### src/rtl/pwm_timer8.sv
`timescale 1ns/1ps
module pwm_timer8 #(
  parameter int W = 8
) (
  input  logic         clk,
  input  logic         rst_n,
  input  logic         tick,
  input  logic         wr_en,
  input  logic [2:0]   wr_addr,
  input  logic [W-1:0] wr_data,
  input  logic [2:0]   rd_addr,
  output logic [W-1:0] rd_data,
  output logic         wave_a,
  output logic         wave_b,
  output logic         ovf_flag,
  output logic         cmp_a_flag,
  output logic         cmp_b_flag
);
  localparam int RSV = W - 6;

  logic [W-1:0] cnt, ocr_a, ocr_b, buf_a, buf_b, top;
  logic [2:0]   mode;
  logic [1:0]   com_a, com_b;
  logic oc_a, oc_b, dir_up, ovf_q, cfa_q, cfb_q;
  logic non_pwm, fast, phase, at_top, at_bot, mv_up, wrap, upd;
  logic hit_a, hit_b, frc_a, frc_b, ovf_set, na, nb;
  logic wr_c0, wr_c1, wr_cnt, wr_oa, wr_ob, wr_flg;

  assign wr_c0  = wr_en && wr_addr == 3'd0;
  assign wr_c1  = wr_en && wr_addr == 3'd1;
  assign wr_cnt = wr_en && wr_addr == 3'd2;
  assign wr_oa  = wr_en && wr_addr == 3'd3;
  assign wr_ob  = wr_en && wr_addr == 3'd4;
  assign wr_flg = wr_en && wr_addr == 3'd5;

  assign non_pwm = ~mode[0];
  assign fast    = mode[1] & mode[0];
  assign phase   = ~mode[1] & mode[0];
  assign top     = (mode == 3'b010 || (mode[2] && mode[0])) ? ocr_a : '1;
  assign at_top  = cnt == top;
  assign at_bot  = cnt == '0;
  assign mv_up   = at_bot ? 1'b1 : (at_top ? 1'b0 : dir_up);
  assign wrap    = tick & at_top;
  assign upd     = ~non_pwm & wrap;
  assign hit_a   = tick & (cnt == ocr_a);
  assign hit_b   = tick & (cnt == ocr_b);
  assign frc_a   = wr_c1 & wr_data[W-1] & non_pwm;
  assign frc_b   = wr_c1 & wr_data[W-2] & non_pwm;
  assign ovf_set = tick & (phase ? (at_bot & ~dir_up) : (fast ? at_top : (cnt == '1)));

  function automatic logic wave_next(input logic cur, input logic [1:0] com,
                                     input logic hit, input logic frc,
                                     input logic np, input logic fs,
                                     input logic wr_top, input logic up);
    logic r;
    r = cur;
    if (np) begin
      if (hit || frc)
        case (com)
          2'b01:   r = ~cur;
          2'b10:   r = 1'b0;
          2'b11:   r = 1'b1;
          default: r = cur;
        endcase
    end else if (com[1]) begin
      if (fs) begin
        if (wr_top)   r = ~com[0];
        else if (hit) r = com[0];
      end else if (hit) begin
        r = up ? com[0] : ~com[0];
      end
    end
    return r;
  endfunction

  assign na = wave_next(oc_a, com_a, hit_a, frc_a, non_pwm, fast, wrap, mv_up);
  assign nb = wave_next(oc_b, com_b, hit_b, frc_b, non_pwm, fast, wrap, mv_up);

  always_ff @(posedge clk or negedge rst_n) begin
    if (!rst_n) begin
      cnt <= '0; dir_up <= 1'b1;
      ocr_a <= '0; ocr_b <= '0; buf_a <= '0; buf_b <= '0;
      mode <= '0; com_a <= '0; com_b <= '0;
      oc_a <= 1'b0; oc_b <= 1'b0;
      ovf_q <= 1'b0; cfa_q <= 1'b0; cfb_q <= 1'b0;
    end else begin
      if (wr_cnt)
        cnt <= wr_data;
      else if (tick)
        cnt <= phase ? (mv_up ? cnt + 1'b1 : cnt - 1'b1) : (at_top ? '0 : cnt + 1'b1);
      if (tick && phase) dir_up <= mv_up;

      if (wr_oa) buf_a <= wr_data;
      if (wr_ob) buf_b <= wr_data;
      if (non_pwm && wr_oa) ocr_a <= wr_data;
      else if (upd)         ocr_a <= buf_a;
      if (non_pwm && wr_ob) ocr_b <= wr_data;
      else if (upd)         ocr_b <= buf_b;

      oc_a <= na;
      oc_b <= nb;

      ovf_q <= ovf_set | (ovf_q & ~(wr_flg & wr_data[0]));
      cfa_q <= hit_a   | (cfa_q & ~(wr_flg & wr_data[1]));
      cfb_q <= hit_b   | (cfb_q & ~(wr_flg & wr_data[2]));

      if (wr_c0) begin
        com_a     <= wr_data[W-1:W-2];
        com_b     <= wr_data[W-3:W-4];
        mode[1:0] <= wr_data[1:0];
      end
      if (wr_c1) mode[2] <= wr_data[3];
    end
  end

  assign wave_a     = (com_a[1] | (non_pwm & com_a[0])) & oc_a;
  assign wave_b     = (com_b[1] | (non_pwm & com_b[0])) & oc_b;
  assign ovf_flag   = ovf_q;
  assign cmp_a_flag = cfa_q;
  assign cmp_b_flag = cfb_q;

  always_comb begin
    case (rd_addr)
      3'd0:    rd_data = {com_a, com_b, {RSV{1'b0}}, mode[1:0]};
      3'd1:    rd_data = {{(W-4){1'b0}}, mode[2], 3'b000};
      3'd2:    rd_data = cnt;
      3'd3:    rd_data = buf_a;
      3'd4:    rd_data = buf_b;
      3'd5:    rd_data = {{(W-3){1'b0}}, cfb_q, cfa_q, ovf_q};
      default: rd_data = '0;
    endcase
  end

  p_hold_r2: assert property (@(posedge clk) disable iff (!rst_n)
    (!tick && !wr_cnt) |=> $stable(cnt));
  p_ctc_clear_r2: assert property (@(posedge clk) disable iff (!rst_n)
    (tick && mode == 3'b010 && cnt == ocr_a && !wr_cnt) |=> cnt == '0);
  p_phase_turn_r3: assert property (@(posedge clk) disable iff (!rst_n)
    (tick && phase && at_top && !at_bot && !wr_cnt) |=> cnt == $past(cnt) - 1'b1);
  p_ovf_phase_r5: assert property (@(posedge clk) disable iff (!rst_n)
    (tick && phase && !at_bot && !ovf_q) |=> !ovf_flag);
  p_clear_r6: assert property (@(posedge clk) disable iff (!rst_n)
    (!tick && wr_flg && wr_data[0]) |=> !ovf_flag);
  p_top_b_r10: assert property (@(posedge clk) disable iff (!rst_n)
    (tick && fast && com_b == 2'b10 && at_top && ocr_b == top && !wr_c0) |=> wave_b);
  p_force_noflag_r11: assert property (@(posedge clk) disable iff (!rst_n)
    (wr_c1 && wr_data[W-1] && !tick && !cfa_q) |=> !cmp_a_flag);
  p_pwm_force_r11: assert property (@(posedge clk) disable iff (!rst_n)
    (wr_c1 && mode[0] && !tick) |=> $stable(oc_a));
endmodule

### config.mk
export PLATFORM = sky130hd
export DESIGN_NAME = pwm_timer8
export DESIGN_NICKNAME = d
export VERILOG_FILES = /design/src/rtl/pwm_timer8.sv
export SDC_FILE = /design/constraint.sdc
export NUM_CORES = 1
export LEC_CHECK = 0
export BUFFER_PORTS_ARGS = -buffer_cell sky130_fd_sc_hd__clkbuf_2
export CORE_UTILIZATION = 49
export CTS_CLUSTER_DIAMETER = 200
export DETAILED_ROUTE_END_ITERATION = 6
export PLACE_DENSITY = 0.7
export SLEW_MARGIN = 20
export SYNTH_ARGS = -nofsm -noshare
export SYNTH_HDL_FRONTEND = slang
export SYNTH_SLANG_ARGS = --single-unit
### constraint.sdc
create_clock -name clk -period 2.6 [get_ports clk]
set_input_delay 0.52 -clock clk [delete_from_list [all_inputs] [get_ports clk]]
set_output_delay 0.52 -clock clk [all_outputs]
set_load 0.02 [all_outputs]
After elaboration in Yosys (flattened, before gate mapping)
Index checks and enable logic that the tools add are counted.
{"block": "totals", "reg_bits": 53, "inputBits": 18, "out_inout_bits": 13}
{"block": "op_classes", "eq_ne": 27, "bitwise_logic": 37, "n_addsub": 2, "n_reduce_logical": 25, "muxes": 33}
{"operator": "8-bit 2-to-1 mux", "n": 10}
{"operator": "8-bit one-hot mux with 6 select lines", "n": 1}
{"operator": "8-bit equality test", "n": 3}
{"operator": "1-bit bitwise AND", "n": 22}
{"operator": "1-bit 2-to-1 mux", "n": 20}
{"operator": "3-bit by 2-bit equality test with 1-bit output (second input constant)", "n": 5}
{"operator": "3-bit equality test (second input constant)", "n": 4}
{"operator": "3-bit by 1-bit != test with 1-bit output (second input constant)", "n": 4}
{"operator": "1-bit logical AND", "n": 10}
{"operator": "1-bit inverter", "n": 10}
{"operator": "5-bit AND reduction", "n": 2}
{"operator": "2-bit nonzero test", "n": 5}
{"operator": "8-bit by 1-bit adder with 8-bit output (second input constant)", "n": 1}
{"operator": "2-bit equality test (second input constant)", "n": 4}
{"operator": "8-bit equality test (second input constant)", "n": 1}
{"operator": "8-bit zero test", "n": 1}
{"operator": "4-bit nonzero test", "n": 2}
{"operator": "8-bit by 1-bit subtractor with 8-bit output (second input constant)", "n": 1}
{"operator": "3-bit by 1-bit equality test with 1-bit output (second input constant)", "n": 2}
{"operator": "3-bit zero test", "n": 2}
{"operator": "1-bit one-hot mux with 3 select lines", "n": 2}
{"operator": "1-bit OR", "n": 5}
{"operator": "2-bit by 1-bit equality test with 1-bit output (second input constant)", "n": 2}
{"operator": "2-bit by 1-bit != test with 1-bit output (second input constant)", "n": 2}
{"operator": "1-bit logical OR", "n": 3}

Logic depth before layout (Yosys ltp)
Gate-level depths: netlist of run 1.
{"block": "logic_depth", "ltp_word": 11, "mapped_depth": 9, "ltp_nobuf": 7}

Worst setup path before layout of run 1
OpenSTA, ideal clock, no wires.
{"block": "synth_path", "path_kind": "reg-to-reg", "start": "register mode[0]", "end": "register oc_b", "t_arrival_ns": 2.625, "setup_ns": 0.131, "t_required_ns": 2.469, "n_path_buf": 0, "synth_period_minus_slack_ns": 2.757, "setup_slack_ns": -0.157, "path_stages_with_launch": 8, "path_cell_list": "dfrtp_1 -> or3b_1 -> and2_4 -> or4_4 -> a2111o_1 -> a21boi_4 -> and4_4 -> or3_1"}
{"block": "synth_via", "elab_chain_cells": 11, "elab_cells_between_ends": 24, "cone_classes": "eq/ne (5); mux (9); bitwise (4); reduce/logical (6)"}
{"item": "start: declaration", "line_no": "22", "rtl": "logic [2:0] mode;"}
{"item": "start signal: assignment", "line_no": "110", "rtl": "mode[1:0] <= wr_data[1:0];"}
{"item": "3-bit by 2-bit equality test with 1-bit output or 1-bit logical AND (tied branches)", "line_no": "39", "rtl": "assign top = (mode == 3'b010 || (mode[2] && mode[0])) ? ocr_a : '1;"}
{"item": "1-bit logical OR", "line_no": "39"}
{"item": "8-bit 2-to-1 mux", "line_no": "39"}
{"item": "8-bit equality test", "line_no": "40", "rtl": "assign at_top = cnt == top;"}
{"item": "1-bit 2-to-1 mux (2 in series)", "line_no": "42", "rtl": "assign mv_up = at_bot ? 1'b1 : (at_top ? 1'b0 : dir_up);"}
{"item": "1-bit 2-to-1 mux", "line_no": "70", "rtl": "r = up ? com[0] : ~com[0];"}
{"item": "1-bit 2-to-1 mux", "line_no": "69", "rtl": "end else if (hit) begin"}
{"item": "1-bit 2-to-1 mux", "line_no": "66", "rtl": "if (fs) begin"}
{"item": "1-bit 2-to-1 mux", "line_no": "65", "rtl": "end else if (com[1]) begin"}
{"item": "1-bit 2-to-1 mux", "line_no": "57", "rtl": "if (np) begin"}
{"item": "end signal: assignment", "line_no": "101", "rtl": "oc_b <= nb;"}
{"item": "end: declaration", "line_no": "24", "rtl": "logic oc_a, oc_b, dir_up, ovf_q, cfa_q, cfb_q;"}
Parallel ways exist; a longest one is shown, timed or not. The select of a mux whose other input is x is not followed.
A chain may end at the register's enable or synchronous reset.

Final worst setup path of run 1
{"block": "layout_path", "start": "register mode[2]", "end": "register oc_b"}
{"block": "layout_via", "elab_chain_cells": 11, "elab_cells_between_ends": 16, "cone_classes": "eq/ne (3); mux (9); bitwise (1); reduce/logical (3)"}
{"item": "start signal: assignment", "line_no": "112", "rtl": "if (wr_c1) mode[2] <= wr_data[3];"}
{"item": "3-bit by 2-bit equality test with 1-bit output or 1-bit logical AND (tied branches)", "line_no": "39"}
{"item": "1-bit logical OR *", "line_no": "39"}
{"item": "8-bit 2-to-1 mux *", "line_no": "39"}
{"item": "8-bit equality test *", "line_no": "40"}
{"item": "1-bit 2-to-1 mux (2 in series)", "line_no": "42"}
{"item": "1-bit 2-to-1 mux", "line_no": "70"}
{"item": "1-bit 2-to-1 mux", "line_no": "69"}
{"item": "1-bit 2-to-1 mux", "line_no": "66"}
{"item": "1-bit 2-to-1 mux", "line_no": "65"}
{"item": "1-bit 2-to-1 mux", "line_no": "57"}
Every way passes the cells marked *; elsewhere a longest branch is shown, timed or not. The select of a mux whose other input is x is not followed.

==> results of run 1 <==
-- through the flow --
step,instances,area [sq um],utilization [%],setup WS [ns],hold WS [ns]
after floorplan,388,3500,-,-0.0358,0.224
after global placement,534,4010,58.7,0.0357,0.519
after detailed placement,534,4010,58.7,0.0127,0.520
after CTS,542,4130,60.4,0.0317,0.337
after global routing,542,4170,61.1,-0.0195,0.349
final,542,4170,61.1,0.0442,0.303
-- layout make-up --
type / instances / share of cell area, %
clock buffers: 5 / 1.65
clock inverters: 3 / 1.20
inverters: 12 / 1.08
multi-input cells: 304 / 50.5
flip-flops and latches: 53 / 31.8
well taps: 96 / 2.88
repair buffers: 69 / 10.9
-- registers in the layout, indices dropped and copies added, names as in the netlist --
| name | cells |
|---|---|
| oc_b | 1 |
| buf_b | 8 |
| com_a | 2 |
| mode | 3 |
| ocr_b | 8 |
| oc_a | 1 |
| ovf_flag | 1 |
| com_b | 2 |
| ocr_a | 8 |
| cmp_a_flag | 1 |
| cnt | 8 |
| buf_a | 8 |
| dir_up | 1 |
| cmp_b_flag | 1 |
-- cells by family (layout without fill, tap and decap cells) --
group,Yosys count,after routing,synth area share [%]
fa+ha+maj,3,3,1.07
compound gates,98,98,19.2
mux,48,48,14.5
simple gates,143,143,20.7
flops,53,53,38.0
xor+xnor,12,12,3.01
buf+inv,31,89,3.51
-- layer usage --
metal,vias up,global-route usage [%],part of all wire [%]
met5,-,0,0
met4,0,10.9,3.0
met3,27,6.67,7.2
met2,138,44.4,45
met1,1557,40.0,45
li1,1556,-,-
-- worst paths after layout --
check                         from       end  slack [ns]  depth (start not counted)
max                        mode[2]      oc_b        0.04                          7
min                          rst_n    cnt[4]        0.30                          2
max reg2reg                mode[2]      oc_b        0.04                          7
min reg2reg                 dir_up    dir_up        0.54                          2
max in group asynchronous    rst_n  ocr_b[1]        1.83                          2
min in group clk            dir_up    dir_up        0.54                          2
-- where the power goes --
group / switching [mW] / leakage, nW / internal (mW)
clock: 0.311 / 0.0603 / 0.296
combinational: 0.872 / 1.07 / 0.697
sequential: 0.219 / 0.638 / 1.06
-- cell usage after synthesis (6+ instances only) --
| cell type | number | share of area (%) |
|---|---|---|
| dfrtp_1 | 52 | 37 |
| nand2_1 | 47 | 5.0 |
| o21ai_0 | 27 | 3.9 |
| mux2i_1 | 26 | 7.4 |
| nor2_1 | 26 | 2.8 |
| mux2_2 | 22 | 7.1 |
| a21oi_1 | 18 | 2.6 |
| clkbuf_1 | 15 | 1.6 |
| inv_1 | 11 | 1.2 |
| nand4_1 | 11 | 2.0 |
| xnor2_1 | 11 | 2.8 |
| nand3_1 | 10 | 1.4 |
| a22oi_1 | 9 | 1.9 |
| nand2b_1 | 9 | 1.6 |
| nor2b_1 | 7 | 1.3 |
| nor3_1 | 6 | 0.86 |
-- what timing repair did --
| action | CTS | global route |
|---|---|---|
| endpoints found under the setup margin | 1 | 20 |
| resized for setup | 0 | 10 |
| hold endpoints to repair | 0 | 0 |
| pin swaps | 1 | 2 |
==> results.tsv, run 1 <==
metric	value	unit
hold crit path type	input pin to async pin	
Post-synth EDFFs	0	
clk root buf	clkbuf_8	
fillers	596	
syn avg cell area	9.01	sq um
Clk pin slew, worst setup/hold paths	0.10	ns
dpl hpwl	7610	microns
Highest Clock Rate	391	MHz
Max Cap Violations	0	
CP max stage delay	0.45	ns
post-synth cell types	61	
Critical Path RT	2.81	ns
most frequent cells in the layout	dfrtp_1 (52), nand2_1 (47), buf_4 (38), clkbuf_2 (30), o21ai_0 (27)	
via count	3278	
clk_lat worst skew	0.32	ns
post-route ant nets	0	
Global Route Usage Sum	28.9	%
Post CTS Setup Buffer Count	0	
commonest non-fill, non-tap cell in the layout	dfrtp_1	
CP Capture Type	flip-flop	
diode count	0	
Starting Density	51.2	%
arrival time at the worst endpoint	2.77	ns
H-tree depth	2	
CTS Buffer Depth	2	
drt drc	0	
register area share after synthesis	38.0	%
DRT Pass-1 Iters	5	
IO Port Bufs	30	
Die Width	86.5	microns
total CTS buffers	5	
largest net degree at the start of global routing	54	
number of core rows	30	
Max stage delay cell, worst path	or4_4	
CP max FO	3	
Leak	1.77	nW
Area Growth Syn to Fin	19.3	%
CTS tree	built	
Buf+Inv Stages, Crit Path	0	
Final Setup Violations	0	
Tmin final	2.56	ns
routed wire length	10200	microns
Cells after Synth	388	
Hold Violations, Final	0	
power consumption	3.46	mW
Slew @ Worst Pin	0.690	ns
Most used DFF post-synth	dfrtp_1	
Async S/R FF share, synth	100	%
Total Neg Setup Slack	0	ns
Post-Route Skew	0.00487	ns
clk sink count	53	
per-cell routed wire length	18.7	microns
Via density	6.05	
Max Slew Vio Count	0	
Startpoint Class	flip-flop	
GP Congestion	0.926	
vias in the first global route	3080	
grt total ovfl	0	
period utilisation layout	98.3	%
Synth Net Count	409	
Placeable Area	6830	sq um
normalized max-slew margin	54.0	%
total die area	7480	sq um
initial antenna violation count	0	
I/O pins	31	
Synth Cell Area	3500	sq um
Synth warnings	0	
first-pass GRT wire length	16100	microns
die height	86.5	microns
Setup CP Type	flip-flop to flip-flop	
PwrDens	829	nW/um^2
register area	1330	sq um
Nets	466	
Initial DRC Count	269	
Crit path max-delay family	simple AND/OR/NAND/NOR gates	
Cell Chain, Critical Path	or3b_4 > and2_4 > or4_4 > a2111o_1 > a21boi_4 > and4_4 > or3_1	
#FFs+latches synth	53	
Hold Buf Count CTS	0	
Max VDD drop	0.412	mV
RSZ-0062 raised after global routing	yes	
share of cells above drive strength 1	26.0	%
status	complete, no violations	
multi-input logic area	2110	sq um
(Power assumes the default switching activity.)
==> run 2: changes to the inputs <==
--- a/config.mk
+++ b/config.mk
@@ -6,6 +6,7 @@
 export NUM_CORES = 1
 export LEC_CHECK = 0
 export BUFFER_PORTS_ARGS = -buffer_cell sky130_fd_sc_hd__clkbuf_2
+export CORE_MARGIN = 1.5
 export CORE_UTILIZATION = 49
 export CTS_CLUSTER_DIAMETER = 200
 export DETAILED_ROUTE_END_ITERATION = 6
==> run 2 against run 1 <==
- register-to-register slack improved by 0.02 ns
- critical path depth unchanged
- total power fell by 3.4%
- highest routed layer unchanged
- non-clock buffer count increased by 1
- largest cell class unchanged
- clock-buffer cell count did not move
- critical path type unchanged
==> results.tsv, run 2 (same netlist as run 1, synthesis figures left out) <==
metric	value	unit	change
status	complete, no violations		unchanged
commonest non-fill, non-tap cell in the layout	dfrtp_1		unchanged
Max Slew Vio Count	0		unchanged
Initial DRC Count	310		was 269
Buf+Inv Stages, Crit Path	0		unchanged
IO Port Bufs	30		unchanged
Leak	1.75	nW	was 1.77 nW
CP max stage delay	0.45	ns	about the same
share of cells above drive strength 1	25.7	%	was 26.0%
metal2 WL	4850	microns	was 4540 microns
number of core rows	30		unchanged
total die area	7650	sq um	was 7480 sq um
GP Congestion	0.975		was 0.926
Clk pin slew, worst setup/hold paths	0.10	ns	about the same
CP Capture Type	flip-flop		unchanged
Max stage delay cell, worst path	or4_4		unchanged
initial antenna violation count	0		unchanged
Cell Chain, Critical Path	or3b_1 > and2_4 > or4_4 > a2111o_1 > a21boi_4 > and4_4 > or3_1		was or3b_4 > and2_4 > or4_4 > a2111o_1 > a21boi_4 > and4_4 > or3_1
R2R cell count	7		unchanged
RSZ-0062 raised after global routing	yes		unchanged
fillers	629		was 596
Post-Route Skew	0.00602	ns	was 0.00487 ns
Post-Place Cell Area	4020	sq um	was 4010 sq um
flop-to-flop setup slack	0.06	ns	was 0.04 ns
clk_lat worst skew	0.32	ns	about the same
Final Setup Violations	0		unchanged
Setup CP Type	flip-flop to flip-flop		unchanged
diode count	0		unchanged
drt drc	0		unchanged
Hold Violations, Final	0		unchanged
Slew @ Worst Pin	0.687	ns	was 0.690 ns
via count	3284		was 3278
Post CTS Setup Buffer Count	0		unchanged
worst reg2reg path endpoint	oc_b		unchanged
DRT Pass-1 Iters	6		was 5
Worst setup startpoint	mode[0]		was mode[2]
Tmin final	2.54	ns	was 2.56 ns
hold crit path type	input pin to async pin		unchanged
Nets	467		was 466
per-cell routed wire length	19.5	microns	was 18.7 microns
period utilisation layout	97.6	%	was 98.3%
PwrDens	808	nW/um^2	was 829 nW/um^2
Area Growth Syn to Fin	18.3	%	was 19.3%
largest net degree at the start of global routing	54		unchanged
total CTS buffers	5		unchanged
die height	87.5	microns	was 86.5 microns
top sig layer	met4		unchanged
routed length on met3	716	microns	was 730 microns
normalized max-slew margin	54.2	%	was 54.0%
fin area	4140	sq um	was 4170 sq um
Via density	6.05		about the same
met1 wire length	4680	microns	was 4580 microns
Highest Clock Rate	394	MHz	was 391 MHz
H-tree depth	2		unchanged
post-route ant nets	0		unchanged
Critical Path RT	2.80	ns	was 2.81 ns
I/O pins	31		unchanged
grt total ovfl	0		unchanged
first-pass GRT wire length	16200	microns	was 16100 microns
dpl hpwl	7870	microns	was 7610 microns
Die Width	87.5	microns	was 86.5 microns
most frequent cells in the layout	dfrtp_1 (52), nand2_1 (47), buf_4 (39), clkbuf_2 (30)		was dfrtp_1 (52), nand2_1 (47), buf_4 (38), clkbuf_2 (30), o21ai_0 (27)
Starting Density	51.2	%	unchanged
critical path depth	7		unchanged
Hold Buf Count CTS	0		unchanged
CTS Buffer Depth	2		unchanged
power consumption	3.34	mW	was 3.46 mW
clk root buf	clkbuf_8		unchanged
routed wire length	10600	microns	was 10200 microns
Startpoint Class	flip-flop		unchanged
Max VDD drop	0.393	mV	was 0.412 mV
clk sink count	53		unchanged
Placeable Area	6830	sq um	unchanged
arrival time at the worst endpoint	2.74	ns	was 2.77 ns
Crit path max-delay family	simple AND/OR/NAND/NOR gates		unchanged
Global Route Usage Sum	28.8	%	was 28.9%
Max Cap Violations	0		unchanged
CTS tree	built		unchanged
vias in the first global route	3010		was 3080
RR Startpoint	mode[0]		was mode[2]
CP max FO	3		unchanged
## run 2: cell types whose count changed in the layout (fill, tap and decap cells not counted), sizes merged
| cell | change |
|---|---|
| buf | +1 |
| clkinvlp | +1 |
| bufinv | -1 |
## run 2: metrics by stage
step / TNS, ns / worst slack, ns / std cells / utilization, % / hold WS (ns)
floorplan: -0.0358 / -0.0358 / 388 / - / 0.224
global placement: 0 / 0.0388 / 535 / 58.8 / 0.510
detailed placement: 0 / 0.0278 / 535 / 58.8 / 0.523
CTS: 0 / 0.000703 / 543 / 60.1 / 0.357
global route: -0.00992 / -0.00851 / 543 / 60.5 / 0.397
finish: 0 / 0.0637 / 543 / 60.5 / 0.304
## run 2: timing repair
item / CTS / global route
setup endpoints to repair: 0 / 6
endpoints found under the hold margin: 0 / 0
gates resized for setup: 0 / 7
## run 2: cell type report
class                           instances  area (sq um)  share of cell area, %
Multi-Input combinational cell        304          2090                   50.5
Sequential cell                        53          1330                   32.1
Timing Repair Buffer                   70           463                   11.2
Tap cell                               96           120                   2.90
Clock buffer                            5          68.8                   1.66
Inverter                               12          45.0                   1.09
Clock inverter                          3          21.3                  0.514
## run 2: worst max-delay path by stage
stage                     slack, ns   end
after floorplan               -0.04  oc_b
final                          0.06  oc_b
after CTS                    0.0007  oc_b
after global routing         -0.009  oc_b
after detailed placement       0.03  oc_b
after global placement         0.04  oc_b
## run 2: routing by layer
| layer | track usage [%] | up-vias |
|---|---|---|
| li1 | - | 1552 |
| met1 | 39.9 | 1548 |
| met2 | 45.3 | 154 |
| met3 | 4.45 | 30 |
| met4 | 11.3 | 0 |
| met5 | 0 | - |
## run 2: report_power, final
| part | switching (mW) | internal, mW | leakage [nW] | total [mW] |
|---|---|---|---|---|
| clock network | 0.302 | 0.192 | 0.0445 | 0.494 |
| logic | 0.877 | 0.682 | 1.07 | 1.56 |
| registers | 0.224 | 1.06 | 0.638 | 1.29 |
| total | 1.40 | 1.94 | 1.75 | 3.34 |
==> run 3: changes to the inputs <==
--- a/config.mk
+++ b/config.mk
@@ -7,10 +7,11 @@
 export LEC_CHECK = 0
 export BUFFER_PORTS_ARGS = -buffer_cell sky130_fd_sc_hd__clkbuf_2
 export CORE_MARGIN = 1.5
-export CORE_UTILIZATION = 49
+export CORE_UTILIZATION = 55
 export CTS_CLUSTER_DIAMETER = 200
 export DETAILED_ROUTE_END_ITERATION = 6
-export PLACE_DENSITY = 0.7
+export GPL_TIMING_DRIVEN = 0
+export PLACE_DENSITY = 0.75
 export SLEW_MARGIN = 20
 export SYNTH_ARGS = -nofsm -noshare
 export SYNTH_HDL_FRONTEND = slang
==> constraint.sdc (replaced) <==
create_clock -name clk -period 2.8 [get_ports clk]
set_input_delay 0.56 -clock clk [delete_from_list [all_inputs] [get_ports clk]]
set_output_delay 0.56 -clock clk [all_outputs]
set_load 0.02 [all_outputs]
==> run 3 against run 2 <==
- clock power increased by 12%
- core utilization increased by 4.2 points
- clock skew increased by 0.0026 ns
- sequential share of layout area increased by 2.0 points
==> results.tsv, run 3 (same netlist as run 1, synthesis figures left out) <==
metric	value	unit	change
Comb pwr share	39.6	%	was 46.7%
I/O pins	31		unchanged
Crit path max-delay family	simple AND/OR/NAND/NOR gates		unchanged
RR Startpoint	mode[0]		unchanged
Fin Hold WS	0.316	ns	was 0.304 ns
Placeable Area	6030	sq um	was 6830 sq um
R2R cell count	7		unchanged
Initial DRC Count	372		was 310
first-pass GRT wire length	15900	microns	was 16200 microns
clk sink count	53		unchanged
sw frac	40.8	%	was 42.0%
post-place setup slack	-0.501	ns	was 0.0278 ns
most frequent cells in the layout	dfrtp_1 (49), nand2_1 (47), o21ai_0 (27), clkbuf_2 (27)		was dfrtp_1 (52), nand2_1 (47), buf_4 (39), clkbuf_2 (30)
setup ws final	0.0537	ns	was 0.0637 ns
Slew @ Worst Pin	0.925	ns	was 0.687 ns
hold crit path type	input pin to async pin		unchanged
period utilisation layout	98.1	%	was 97.6%
Net Sw Power	1.23	mW	was 1.40 mW
normalized max-slew margin	38.2	%	was 54.2%
CP Capture Type	flip-flop		unchanged
DRT Pass-1 Iters	7		was 6
IO Port Bufs	27		was 30
CP max FO	3		unchanged
clk_lat worst skew	0.31	ns	was 0.32 ns
Reg power frac	42.1	%	was 38.6%
largest net degree at the start of global routing	54		unchanged
Buf+Inv Stages, Crit Path	0		unchanged
Max Cap Violations	0		unchanged
Tmin final	2.75	ns	was 2.54 ns
RSZ-0062 raised after global routing	no		was yes
Leak	1.58	nW	was 1.75 nW
clk root buf	clkbuf_8		unchanged
Post-Route Skew	0.00860	ns	was 0.00602 ns
CP max stage delay	0.55	ns	was 0.45 ns
Area Growth Syn to Fin	11.6	%	was 18.3%
Highest Clock Rate	364	MHz	was 394 MHz
total CTS buffers	5		unchanged
die height	82.7	microns	was 87.5 microns
Die Width	82.7	microns	was 87.5 microns
diode count	0		unchanged
fillers	524		was 629
Startpoint Class	flip-flop		unchanged
PwrDens	773	nW/um^2	was 808 nW/um^2
per-cell routed wire length	20.3	microns	was 19.5 microns
Via density	6.56		was 6.05
arrival time at the worst endpoint	2.95	ns	was 2.74 ns
share of cells above drive strength 1	19.8	%	was 25.7%
Final Setup Violations	0		unchanged
drt drc	0		unchanged
CTS tree	built		unchanged
total die area	6850	sq um	was 7650 sq um
Critical Path RT	3.00	ns	was 2.80 ns
clock share of power	18.3	%	was 14.8%
Internal	1.79	mW	was 1.94 mW
final std cells w/o fill	500		was 543
GP Congestion	0.969		was 0.975
Max Slew Vio Count	0		unchanged
vias in the first global route	3063		was 3010
routed wire length	10100	microns	was 10600 microns
Hold Violations, Final	0		unchanged
Max stage delay cell, worst path	or4_4		unchanged
Global Route Usage Sum	32.1	%	was 28.8%
CTS Buffer Depth	2		unchanged
Starting Density	58.0	%	was 51.2%
H-tree depth	2		unchanged
# placed instances	490		was 535
Clk pin slew, worst setup/hold paths	0.10	ns	about the same
status	complete, no violations		unchanged
Cell Chain, Critical Path	or3b_4 > and2_4 > or4_4 > a2111o_1 > a21boi_4 > and4_4 > or3_1		was or3b_1 > and2_4 > or4_4 > a2111o_1 > a21boi_4 > and4_4 > or3_1
via count	3278		was 3284
Total Neg Setup Slack	0	ns	unchanged
worst reg2reg path endpoint	oc_b		unchanged
Max VDD drop	0.430	mV	was 0.393 mV
dpl hpwl	7300	microns	was 7870 microns
initial antenna violation count	0		unchanged
number of core rows	28		was 30
commonest non-fill, non-tap cell in the layout	dfrtp_1		unchanged
Nets	445		was 467
Setup CP Type	flip-flop to flip-flop		unchanged
flop-to-flop setup slack	0.05	ns	was 0.06 ns
post-route ant nets	0		unchanged
grt total ovfl	0		unchanged
run 3: changes by cell type in the layout (fill, tap and decap cells not counted), sizes merged:
cell	change
inv	-1
buf	-31
clkinvlp	-1
bufinv	+1
clkinv	-1
clkbuf	+11
run 3: through the flow:
| stage | power (mW) | util (%) | cell area, sq um |
|---|---|---|---|
| after floorplan | 2.02 | - | 3500 |
| after global placement | 2.36 | 61.8 | 3730 |
| after detailed placement | 2.40 | 62.0 | 3730 |
| after CTS | 2.99 | 64.6 | 3890 |
| after global routing | 3.20 | 64.8 | 3900 |
| final | 3.02 | 64.8 | 3900 |
run 3: worst reg2reg max path, delay by kind of cell, from the launching register on:
kind | cells | cell delay [ns]
AND/OR/NAND/NOR | 5 | 1.64
flip-flops | 1 | 0.42
AO/OA/AOI/OAI | 2 | 0.57
run 3: area by class of cell:
cell class              count  area (sq um)  share of cell area (%)
repair buffers             32           175                    4.49
plain buffers              16          70.1                    1.79
clock inverters             1          30.0                   0.769
flip-flops and latches     53          1330                    34.1
clock buffers               7          86.3                    2.21
multi-input cells         304          2070                    53.1
inverters                  12          45.0                    1.15
well taps                  75          93.8                    2.40
run 3: worst max path at each step:
stage | startpoint | end | cells after the start
global route | mode[0] | oc_b | 7
global placement | cnt[4] | cnt[6] | 9
floorplan | mode[0] | oc_b | 7
finish | mode[0] | oc_b | 7
CTS | mode[0] | oc_b | 7
detailed placement | cnt[4] | cnt[6] | 9
run 3: routing by layer:
metal	up-vias	GRT usage, %	share of wire, %	wire, microns
met5	-	0	0	0
met4	0	14.3	4.6	467
met3	36	6.15	9.4	948
met2	191	50.4	45	4560
met1	1542	42.9	41	4160
li1	1509	-	-	-
run 3: timing repair:
action	CTS	global route
setup buffers	5	0
resized for setup	8	5
pin swaps	1	1
hold buffers	0	0
setup endpoints to repair	27	16
run 3: power groups by stage:
stage          sequential [mW]  clock (mW)  combinational (mW)
2_1_floorplan             1.17           0               0.855
3_3_place_gp              1.24           0                1.13
3_5_place_dp              1.24           0                1.16
4_1_cts                   1.25       0.563                1.18
5_1_grt                   1.30       0.593                1.31
6_report                  1.27       0.552                1.19
